[config.mk]
export PLATFORM = sky130hd
export DESIGN_NAME = fpx_special_resolver
export DESIGN_NICKNAME = d
export VERILOG_FILES = /design/src/rtl/fpx_pkg.sv /design/src/rtl/fpx_classify.sv /design/src/rtl/fpx_case_select.sv /design/src/rtl/fpx_result_build.sv /design/src/rtl/fpx_special_resolver.sv
export SDC_FILE = /design/constraint.sdc
export NUM_CORES = 1
export LEC_CHECK = 0
export ABC_CLOCK_PERIOD_IN_PS = 5100
export BUFFER_PORTS_ARGS = -buffer_cell sky130_fd_sc_hd__buf_4
export CAP_MARGIN = 20
export CORE_MARGIN = 2
export CORE_UTILIZATION = 51
export CTS_CLUSTER_SIZE = 8
export DETAILED_ROUTE_END_ITERATION = 12
export GPL_TIMING_DRIVEN = 1
export PLACE_DENSITY = 0.85
export SYNTH_ARGS = -nofsm -noshare
export SYNTH_HDL_FRONTEND = slang
export SYNTH_SLANG_ARGS = --single-unit
export TNS_END_PERCENT = 100
[constraint.sdc]
create_clock -name clk -period 5.1 [get_ports clk]
set_clock_uncertainty 0.05 [all_clocks]
set_input_delay 1.02 -clock clk [delete_from_list [all_inputs] [get_ports clk]]
set_output_delay 1.02 -clock clk [all_outputs]
set_load 0.03 [all_outputs]
[src/rtl/fpx_pkg.sv]
package fpx_pkg;

  // Classification of one binary64 word
  typedef struct packed {
    logic sign;
    logic zero;
    logic inf;
    logic qnan;
    logic snan;
  } fpx_class_t;

  // Resolved outcome, listed in falling priority after CS_NORMAL
  typedef enum logic [2:0] {
    CS_NORMAL  = 3'd0,
    CS_SNAN    = 3'd1,
    CS_QNAN    = 3'd2,
    CS_INVALID = 3'd3,
    CS_DIVZERO = 3'd4,
    CS_INFOP   = 3'd5,
    CS_OVF     = 3'd6,
    CS_UNF     = 3'd7
  } fpx_case_e;

  typedef struct packed {
    logic underflow;
    logic overflow;
    logic invalid;
    logic exception;
  } fpx_flags_t;

  localparam logic [1:0] OPL_ADD = 2'b00;
  localparam logic [1:0] OPL_SUB = 2'b01;
  localparam logic [1:0] OPL_MUL = 2'b10;
  localparam logic [1:0] OPL_DIV = 2'b11;

  localparam logic [1:0] RM_NEAR = 2'b00;
  localparam logic [1:0] RM_ZERO = 2'b01;
  localparam logic [1:0] RM_UP   = 2'b10;
  localparam logic [1:0] RM_DOWN = 2'b11;

endpackage

[src/rtl/fpx_classify.sv]
module fpx_classify
  import fpx_pkg::*;
#(
  parameter int EXP_W  = 11,
  parameter int FRAC_W = 52
) (
  input  logic [EXP_W+FRAC_W:0] value,
  output fpx_class_t            cls
);
  localparam int SIGN_POS = EXP_W + FRAC_W;

  logic [EXP_W-1:0]  exp_f;
  logic [FRAC_W-1:0] frac_f;
  logic exp_ones, exp_zero, frac_zero;

  always_comb begin
    exp_f     = value[FRAC_W +: EXP_W];
    frac_f    = value[FRAC_W-1:0];
    exp_ones  = &exp_f;
    exp_zero  = ~|exp_f;
    frac_zero = ~|frac_f;
    cls.sign  = value[SIGN_POS];
    cls.zero  = exp_zero & frac_zero;
    cls.inf   = exp_ones & frac_zero;
    cls.qnan  = exp_ones & frac_f[FRAC_W-1];
    cls.snan  = exp_ones & ~frac_f[FRAC_W-1] & ~frac_zero;
  end
endmodule

[src/rtl/fpx_case_select.sv]
module fpx_case_select
  import fpx_pkg::*;
#(
  parameter int EXP_W  = 11,
  parameter int FRAC_W = 52
) (
  input  fpx_class_t                ca,
  input  fpx_class_t                cb,
  input  logic [2:0]                op,
  input  logic [EXP_W+FRAC_W-1:0]   res_mag,
  input  logic                      rem_nz,
  output fpx_case_e                 sel
);
  logic arith, is_add, is_sub, is_mul, is_div;
  logic bad_pair, res_exp_ones, res_zero;

  always_comb begin
    arith  = ~op[2];
    is_add = arith & (op[1:0] == OPL_ADD);
    is_sub = arith & (op[1:0] == OPL_SUB);
    is_mul = arith & (op[1:0] == OPL_MUL);
    is_div = arith & (op[1:0] == OPL_DIV);

    bad_pair = (is_add & ca.inf & cb.inf & (ca.sign != cb.sign))
             | (is_sub & ca.inf & cb.inf & (ca.sign == cb.sign))
             | (is_mul & ((ca.zero & cb.inf) | (ca.inf & cb.zero)))
             | (is_div & ((ca.zero & cb.zero) | (ca.inf & cb.inf)));

    res_exp_ones = &res_mag[FRAC_W +: EXP_W];
    res_zero     = ~|res_mag;

    if (ca.snan || cb.snan)             sel = CS_SNAN;
    else if (ca.qnan || cb.qnan)        sel = CS_QNAN;
    else if (bad_pair)                  sel = CS_INVALID;
    else if (is_div && cb.zero)         sel = CS_DIVZERO;
    else if (arith && (ca.inf || cb.inf)) sel = CS_INFOP;
    else if (res_exp_ones)              sel = CS_OVF;
    else if (res_zero && rem_nz)        sel = CS_UNF;
    else                                sel = CS_NORMAL;
  end
endmodule

[src/rtl/fpx_result_build.sv]
module fpx_result_build
  import fpx_pkg::*;
#(
  parameter int EXP_W  = 11,
  parameter int FRAC_W = 52
) (
  input  fpx_case_e                 sel,
  input  logic [1:0]                op_lo,
  input  logic [1:0]                rmode,
  input  logic [EXP_W+FRAC_W:0]     opa,
  input  logic [EXP_W+FRAC_W:0]     opb,
  input  logic [EXP_W+FRAC_W:0]     rnd,
  input  logic                      a_qnan,
  input  logic                      a_inf,
  output logic [EXP_W+FRAC_W:0]     res,
  output fpx_flags_t                flags
);
  localparam int W  = EXP_W + FRAC_W + 1;
  localparam int SP = W - 1;
  localparam logic [W-1:0] QNAN_C =
    {1'b0, {EXP_W{1'b1}}, 1'b1, {(FRAC_W-1){1'b0}}};
  localparam logic [W-1:0] SNAN_C =
    {1'b0, {EXP_W{1'b1}}, 2'b01, {(FRAC_W-2){1'b0}}};
  localparam logic [EXP_W-1:0] EXP_MAXFIN = {{(EXP_W-1){1'b1}}, 1'b0};

  logic make_inf, inf_sign, saturate;
  logic sa, sb;
  logic [W-1:0] pre_res;

  always_comb begin
    sa       = opa[SP];
    sb       = opb[SP];
    make_inf = 1'b0;
    inf_sign = 1'b0;
    pre_res  = rnd;
    flags    = '0;

    unique case (sel)
      CS_SNAN: begin
        pre_res         = QNAN_C;
        flags.invalid   = 1'b1;
        flags.exception = 1'b1;
      end
      CS_QNAN: begin
        pre_res         = a_qnan ? opa : opb;
        flags.exception = 1'b1;
      end
      CS_INVALID: begin
        pre_res         = SNAN_C;
        flags.invalid   = 1'b1;
        flags.exception = 1'b1;
      end
      CS_DIVZERO: begin
        make_inf        = 1'b1;
        inf_sign        = sa;
        flags.exception = 1'b1;
      end
      CS_INFOP: begin
        flags.exception = 1'b1;
        make_inf        = 1'b1;
        unique case (op_lo)
          OPL_ADD: inf_sign = a_inf ? sa : sb;
          OPL_SUB: inf_sign = a_inf ? sa : ~sb;
          OPL_MUL: inf_sign = sa ^ sb;
          default: begin
            if (a_inf) begin
              inf_sign = sa ^ sb;
            end else begin
              make_inf        = 1'b0;
              pre_res         = {sa, {(W-1){1'b0}}};
              flags.underflow = 1'b1;
            end
          end
        endcase
      end
      CS_OVF: begin
        make_inf        = 1'b1;
        inf_sign        = rnd[SP];
        flags.overflow  = 1'b1;
        flags.exception = 1'b1;
      end
      CS_UNF: begin
        pre_res         = {rnd[SP], {(W-1){1'b0}}};
        flags.underflow = 1'b1;
        flags.exception = 1'b1;
      end
      default: pre_res = rnd;
    endcase

    // Directed modes that point away from the infinity clamp it
    saturate = (rmode == RM_ZERO)
             | (~inf_sign & (rmode == RM_DOWN))
             | ( inf_sign & (rmode == RM_UP));

    if (make_inf) begin
      if (saturate) res = {inf_sign, EXP_MAXFIN, {FRAC_W{1'b1}}};
      else          res = {inf_sign, {EXP_W{1'b1}}, {FRAC_W{1'b0}}};
    end else begin
      res = pre_res;
    end
  end
endmodule

[src/rtl/fpx_special_resolver.sv]
module fpx_special_resolver
  import fpx_pkg::*;
#(
  parameter int EXP_W  = 11,
  parameter int FRAC_W = 52,
  parameter int REM_W  = 2
) (
  input  logic                    clk,
  input  logic                    rst_n,
  input  logic                    in_valid,
  input  logic [2:0]              op_code,
  input  logic [1:0]              round_mode,
  input  logic [EXP_W+FRAC_W:0]   opnd_a,
  input  logic [EXP_W+FRAC_W:0]   opnd_b,
  input  logic [EXP_W+FRAC_W:0]   rnd_value,
  input  logic [REM_W-1:0]        rnd_rem,
  output logic                    out_valid,
  output logic [EXP_W+FRAC_W:0]   result,
  output logic                    flag_underflow,
  output logic                    flag_overflow,
  output logic                    flag_inexact,
  output logic                    flag_exception,
  output logic                    flag_invalid
);
  localparam int W      = EXP_W + FRAC_W + 1;
  localparam int N_OPND = 2;

  // Reset: asserted at once, released on a clock edge
  logic [1:0] rst_pipe;
  logic       rst_int_n;

  always_ff @(posedge clk or negedge rst_n) begin
    if (!rst_n) rst_pipe <= 2'b00;
    else        rst_pipe <= {rst_pipe[0], 1'b1};
  end
  assign rst_int_n = rst_pipe[1];

  // Operand classification
  logic [W-1:0] opnd_vec [N_OPND];
  fpx_class_t   opnd_cls [N_OPND];

  assign opnd_vec[0] = opnd_a;
  assign opnd_vec[1] = opnd_b;

  for (genvar g = 0; g < N_OPND; g++) begin : g_cls
    fpx_classify #(.EXP_W(EXP_W), .FRAC_W(FRAC_W)) u_cls (
      .value (opnd_vec[g]),
      .cls   (opnd_cls[g])
    );
  end

  fpx_case_e  sel;
  fpx_flags_t nxt_flags;
  logic [W-1:0] nxt_result;
  logic nxt_inexact;

  fpx_case_select #(.EXP_W(EXP_W), .FRAC_W(FRAC_W)) u_sel (
    .ca      (opnd_cls[0]),
    .cb      (opnd_cls[1]),
    .op      (op_code),
    .res_mag (rnd_value[W-2:0]),
    .rem_nz  (|rnd_rem),
    .sel     (sel)
  );

  fpx_result_build #(.EXP_W(EXP_W), .FRAC_W(FRAC_W)) u_build (
    .sel    (sel),
    .op_lo  (op_code[1:0]),
    .rmode  (round_mode),
    .opa    (opnd_a),
    .opb    (opnd_b),
    .rnd    (rnd_value),
    .a_qnan (opnd_cls[0].qnan),
    .a_inf  (opnd_cls[0].inf),
    .res    (nxt_result),
    .flags  (nxt_flags)
  );

  always_comb nxt_inexact = |rnd_rem;

  // Output register with explicit clock enable
  always_ff @(posedge clk or negedge rst_int_n) begin
    if (!rst_int_n) begin
      out_valid      <= 1'b0;
      result         <= '0;
      flag_underflow <= 1'b0;
      flag_overflow  <= 1'b0;
      flag_inexact   <= 1'b0;
      flag_exception <= 1'b0;
      flag_invalid   <= 1'b0;
    end else begin
      out_valid <= in_valid;
      if (in_valid) begin
        result         <= nxt_result;
        flag_underflow <= nxt_flags.underflow;
        flag_overflow  <= nxt_flags.overflow;
        flag_inexact   <= nxt_inexact;
        flag_exception <= nxt_flags.exception;
        flag_invalid   <= nxt_flags.invalid;
      end
    end
  end
endmodule

# == After elaboration in Yosys (flattened, before gate mapping) ==
# Cells that the tools add are included.
# totals
ff_bits,72
latch_bits,0
ramBits,0
mem_bits_ro,0
output_inout_bits,70
word_cells,116
memories,0
# classes
addsub,0
n_mul,0
n_div,0
n_lt_le_gt_ge,0
eq_ne,15
n_shift,0
n_mux,27
bitwise_logic,41
reduce_logical,25
# ops
operator,n
one-hot mux 64 bit (5 select lines),1
two-way mux 64 bit,4
OR reduction 52 bit,2
OR reduction 63 bit,1
two-way mux 53 bit,1
AND reduction 11 bit,3
AND 1 bit,28
OR reduction 11 bit,2
two-way mux 3 bit,7
equality test 3 bit (second input constant),4
two-way mux 1 bit,10
equality test 2 bit (second input constant),4
OR 1 bit,7
OR reduction 7 bit,1
equality test 3 x 2 -> 1 bit (second input constant),2
one-hot mux 1 bit (3 select lines),2
OR reduction 2 bit,3
logical NOT 1 bit,5
inverter 1 bit,5
equality test 2 x 1 -> 1 bit (second input constant),2
one-hot mux 1 bit (2 select lines),2
equality test 3 x 1 -> 1 bit (second input constant),1
logical AND 1 bit,3
logical OR 1 bit,3
5 further kinds,5

# == Logic depth before layout (Yosys ltp) ==
# depth
ltp_word,20
ltp_mapped,11

# == Hierarchy ==
# Synthesis repeated with hierarchy kept, for this count alone.
# hier_totals
cells_unflattened,534
hier_area_um2,5775.5
# modules_own_cells
mod,n_inst,cells_each,area_per_inst_um2
fpx_special_resolver,1,151,2688.8
fpx_result_build,1,277,2346.0
fpx_classify,2,30,216.5
fpx_case_select,1,46,307.8

# == Worst setup path after synthesis ==
# Ideal clock, no wire load.
# synth_path
path_kind,input port to flip-flop
start,input opnd_a[51]
end,register result[20]
arrival_ps,3404
setup_slack_ps,1522
stages,11
path_buffers,2
cell_sequence,buf_2 > nor4_1 > nand4_1 > or4_4 > o22a_1 > mux2i_1 > o22a_1 > o21a_1 > o21a_4 > buf_6 > or2_1
# synth_via
elab_chain_cells,20
word_cells_on_any_way,61
# synth_lines
element,line_no,source
from (decl),fpx_special_resolver.sv:13,"input logic [EXP_W+FRAC_W:0] opnd_a,"
OR reduction 52 bit,fpx_classify.sv:21,frac_zero = ~|frac_f;
logical NOT 1 bit,fpx_classify.sv:21,
AND 1 bit,fpx_classify.sv:24,cls.inf = exp_ones & frac_zero;
"AND 1 bit, on equally long branches (3 in series)","fpx_case_select.sv:24, fpx_case_select.sv:25",
OR 1 bit,fpx_case_select.sv:25,| (is_sub & ca.inf & cb.inf & (ca.sign == cb.sign))
OR 1 bit,fpx_case_select.sv:26,| (is_mul & ((ca.zero & cb.inf) | (ca.inf & cb.zero)))
OR 1 bit,fpx_case_select.sv:27,| (is_div & ((ca.zero & cb.zero) | (ca.inf & cb.inf)));
two-way mux 3 bit,fpx_case_select.sv:34,else if (bad_pair) sel = CS_INVALID;
[2 not listed],-,
equality test 3 bit,fpx_result_build.sv:38,unique case (sel)
one-hot mux 1 bit (3 select lines),fpx_result_build.sv:38,
inverter 1 bit,fpx_result_build.sv:92,| (~inf_sign & (rmode == RM_DOWN))
AND 1 bit,fpx_result_build.sv:92,
OR 1 bit,fpx_result_build.sv:92,
OR 1 bit,fpx_result_build.sv:93,| ( inf_sign & (rmode == RM_UP));
two-way mux 53 bit,fpx_result_build.sv:96,"if (saturate) res = {inf_sign, EXP_MAXFIN, {FRAC_W{1'b1}}};"
two-way mux 64 bit (*),fpx_result_build.sv:95,if (make_inf) begin
to (signal assigned),fpx_special_resolver.sv:94,result <= nxt_result;
to (decl),fpx_special_resolver.sv:18,"output logic [EXP_W+FRAC_W:0] result,"
# Every way passes the cells marked *; elsewhere a longest branch is shown, timed or not.
# A chain may end at the register's enable or synchronous reset.

# == Worst setup path after layout ==
# layout_path
start,input opnd_b[0]
end,register result[19]
# layout_via
elab_chain_cells,19
word_cells_on_any_way,47
# layout_lines
element,line_no,source
from (decl),fpx_special_resolver.sv:14,"input logic [EXP_W+FRAC_W:0] opnd_b,"
OR reduction 52 bit (*),fpx_classify.sv:21,
logical NOT 1 bit,fpx_classify.sv:21,
"AND 1 bit, on equally long branches","fpx_classify.sv:24, fpx_classify.sv:23",
"AND 1 bit, on equally long branches","fpx_case_select.sv:24, fpx_case_select.sv:25, fpx_case_select.sv:26",
"AND 1 bit, or another cell as far along",fpx_case_select.sv:24,bad_pair = (is_add & ca.inf & cb.inf & (ca.sign != cb.sign))
OR 1 bit / AND 1 bit (equally long branches),"fpx_case_select.sv:25, fpx_case_select.sv:26",
OR 1 bit,fpx_case_select.sv:26,
OR 1 bit,fpx_case_select.sv:27,
[3 not listed],-,
equality test 3 bit,fpx_result_build.sv:38,
one-hot mux 1 bit (3 select lines),fpx_result_build.sv:38,
inverter 1 bit,fpx_result_build.sv:92,
AND 1 bit,fpx_result_build.sv:92,
OR 1 bit,fpx_result_build.sv:92,
OR 1 bit,fpx_result_build.sv:93,
two-way mux 53 bit,fpx_result_build.sv:96,
two-way mux 64 bit (*),fpx_result_build.sv:95,
# Marks and branches as above.

==> impl_metrics.yaml <==
outcome:
  outcome: "completed"
synth:
  netlist_top_cells_area: "dfrtp_1, mux2i_1, a21oi_1, nor4_1, nor3_1"
  synth_top_area_share_pct: 32.86
  ys_async_sr_fraction_pct: 100.0
  synth_cells: 679
  synth_warnings: 0
  yosysTopAreaCell: "dfrtp_1"
  ys_ff_latch: 72
  synth_edf_count: 0
  ys_types: 61
  syn_area_um2: 5483
  synth_flop_cell: "dfrtp_1"
  yosysSeqAreaShare_pct: 32.86
  synth_fp_nets: 881
  avgSynthCellArea_um2: 8.075
timing:
  rsz0062_at_grt: "no"
  finalMaxSlewViolations: 0
  setup_violations: 0
  setup_tns_ns: 0
  hold_viol_final: 0
  worst_slack_ns: 0.9975
  max_slew_margin_pct: 39.73
  worstMarginPinSlew_ns: 0.9040
  min_period_ns: 4.103
  period_share_pct: 80.44
  max_freq_ghz: 0.2438
grt:
  grt_usage_pct: 39.65
  antenna_found_initial: 0
  gr-usage-met2_pct: 66.67
  met3_usage_pct: 7.203
  grt_first_pass_wirelength_um: 35310
  overflow: 0
  grt_max_degree: 71
  top_usage_layer: "met2"
  grtUsageMet1_pct: 49.35
  grt_pass1_vias: 6589
clock_network:
  cts-resized-gates: 0
  insertion_delay_ns: 0.34
  clockBufferDepth: 2
  cts_sinks: 72
  hold_buffers: 0
  clk_pin_slew_ns: 0.08
  root_buffer: "clkbuf_8"
  cts_tree: "done"
  htreeDepth: 3
  post_cts.repair.setup_buffers: 0
  cts_made_buffers: 9
floorplan:
  dieWidth_um: 107.7
  core_area_um2: 10370
  die_area_um2: 11600
  num_rows: 37
  die_h_um: 107.7
  ios: 272
  start_util_pct: 52.87
layout:
  final_cell_mix: "buf_4, nor2_1, dfrtp_1"
  drive_gt1_share_pct: 34.34
  area_growth_pct: 40.76
  final_nets: 1126
  antenna_cells: 0
  final_util_pct: 74.42
  final_common_cell: "buf_4"
route:
  wl_um: 23290
  antenna_left: 0
  vias_per_cell: 6.458
  drt_pass1_iterations: 5
  drc: 0
  vias: 6878
  wire_per_inst_um: 21.87
  drtIter0Drc: 706
place:
  pre_cts_slack_ns: 0.7304
  routabilityCongestion: 1.001
  portBuffers: 271
  dp_hpwl_um: 18330
critical_path:
  crit_type: "input port to flip-flop"
  critical_path_arrival_ns: 4.28
  cp_cell_sequence: "buf_4, nor4_1, nand4_1, or4_1, nand2_4, o211ai_1, nand2b_1, nor3_4, buf_4, nor3_1, or2_1"
  worst_path_max_delay_cell: "or4_1"
  start_kind: "input port"
  slowest_delay_ns: 0.74
  crit_fanout: 28
  worst-endpoint-required_ns: 5.27
  crit_path_end_kind: "flip-flop"
  cpMostUsedCell: "buf_4"
run:
  max-cap-violations: 0
power_and_ir_drop:
  power.leakage_nw: 3.677
  cellPowerDensity_nw_per_um2: 210.9
  vdd_drop_max_mv: 0.1285
hold_path:
  hp-class: "flip-flop to flip-flop"
-- layer usage --
metal | part of all wire [%] | vias up
met5 | 0 | -
li1 | - | 3032
met3 | 10 | 85
met4 | 4.2 | 0
met2 | 49 | 505
met1 | 37 | 3256
-- stage by stage --
stage	hold slack, ns	area [um2]	instances	power, mW
CTS	0.3056	7690	1064	1.622
global placement	0.2857	7492	1048	1.160
floorplan	0.2812	5483	679	0.8845
finish	0.3045	7717	1065	1.627
detailed placement	0.2872	7492	1048	1.173
global route	0.3070	7717	1065	1.695
-- kinds of logic after synthesis --
| group | Yosys count | synth area share (%) |
|---|---|---|
| AO/OA/AOI/OAI | 162 | 17.23 |
| XOR/XNOR | 1 | 0.1598 |
| buffers and inverters | 49 | 5.271 |
| flip-flops | 72 | 32.86 |
| multiplexers | 53 | 9.744 |
| other | 1 | 0.06840 |
| AND/OR/NAND/NOR | 341 | 34.66 |
-- synthesized netlist by cell type (all sizes together), types with 3 or more instances --
library cell and count:
nor3 66, inv 4, nand2b 3, o22ai 9, clkbuf 26, a21o 3, o21a 4, nor4 60
buf 19, mux2 3, a21oi 70, and4 7, nand4 19, nand2 29, nand3 15, nor2 77
dfrtp 72, or4 3, or2 52, mux2i 50, o21ai 50, a31oi 3
-- cell type report --
class	count	area, um2
clock inverters	5	56.30
flip-flops and latches	72	1803
repair buffers	279	2115
well taps	136	170.2
fillers	793	2653
inverters	4	15.01
clock buffers	11	141.4
multi-input cells	558	3417
-- flip-flops by register name, indices dropped and copies added, names as in the netlist --
signal / flops
flag_underflow: 1
flag_exception: 1
rst_pipe: 2
out_valid: 1
result: 64
flag_overflow: 1
flag_inexact: 1
flag_invalid: 1
-- final timing paths --
kind	from	cells past startpoint	slack (ns)	endpoint
min in group asynchronous	rst_n	1	0.38	rst_pipe[1]$_DFF_PN0_
hold reg to reg	rst_pipe[0]$_DFF_PN0_	0	0.30	rst_pipe[1]$_DFF_PN0_
setup / recovery	opnd_b[0]	11	1.0	result[19]$_DFFE_PN0P_
max in group asynchronous	rst_pipe[1]$_DFF_PN0_	1	3.97	result[56]$_DFFE_PN0P_
hold / removal	rst_pipe[0]$_DFF_PN0_	0	0.30	rst_pipe[1]$_DFF_PN0_
setup reg to reg	rst_pipe[1]$_DFF_PN0_	1	3.97	result[56]$_DFFE_PN0P_
-- power breakdown --
part | switching [mW] | internal [mW] | total, mW | leakage (nW)
clock network | 0.217 | 0.239 | 0.456 | 0.0993
logic | 0.291 | 0.229 | 0.519 | 2.77
registers | 0.0328 | 0.620 | 0.652 | 0.811
total | 0.540 | 1.09 | 1.63 | 3.68
-- critical path: cells and delay by family --
kind            cells  cell delay (ns)
simple gates        8             2.57
buf+inv             2             0.48
compound gates      1             0.19
(Power assumes the default switching activity.)
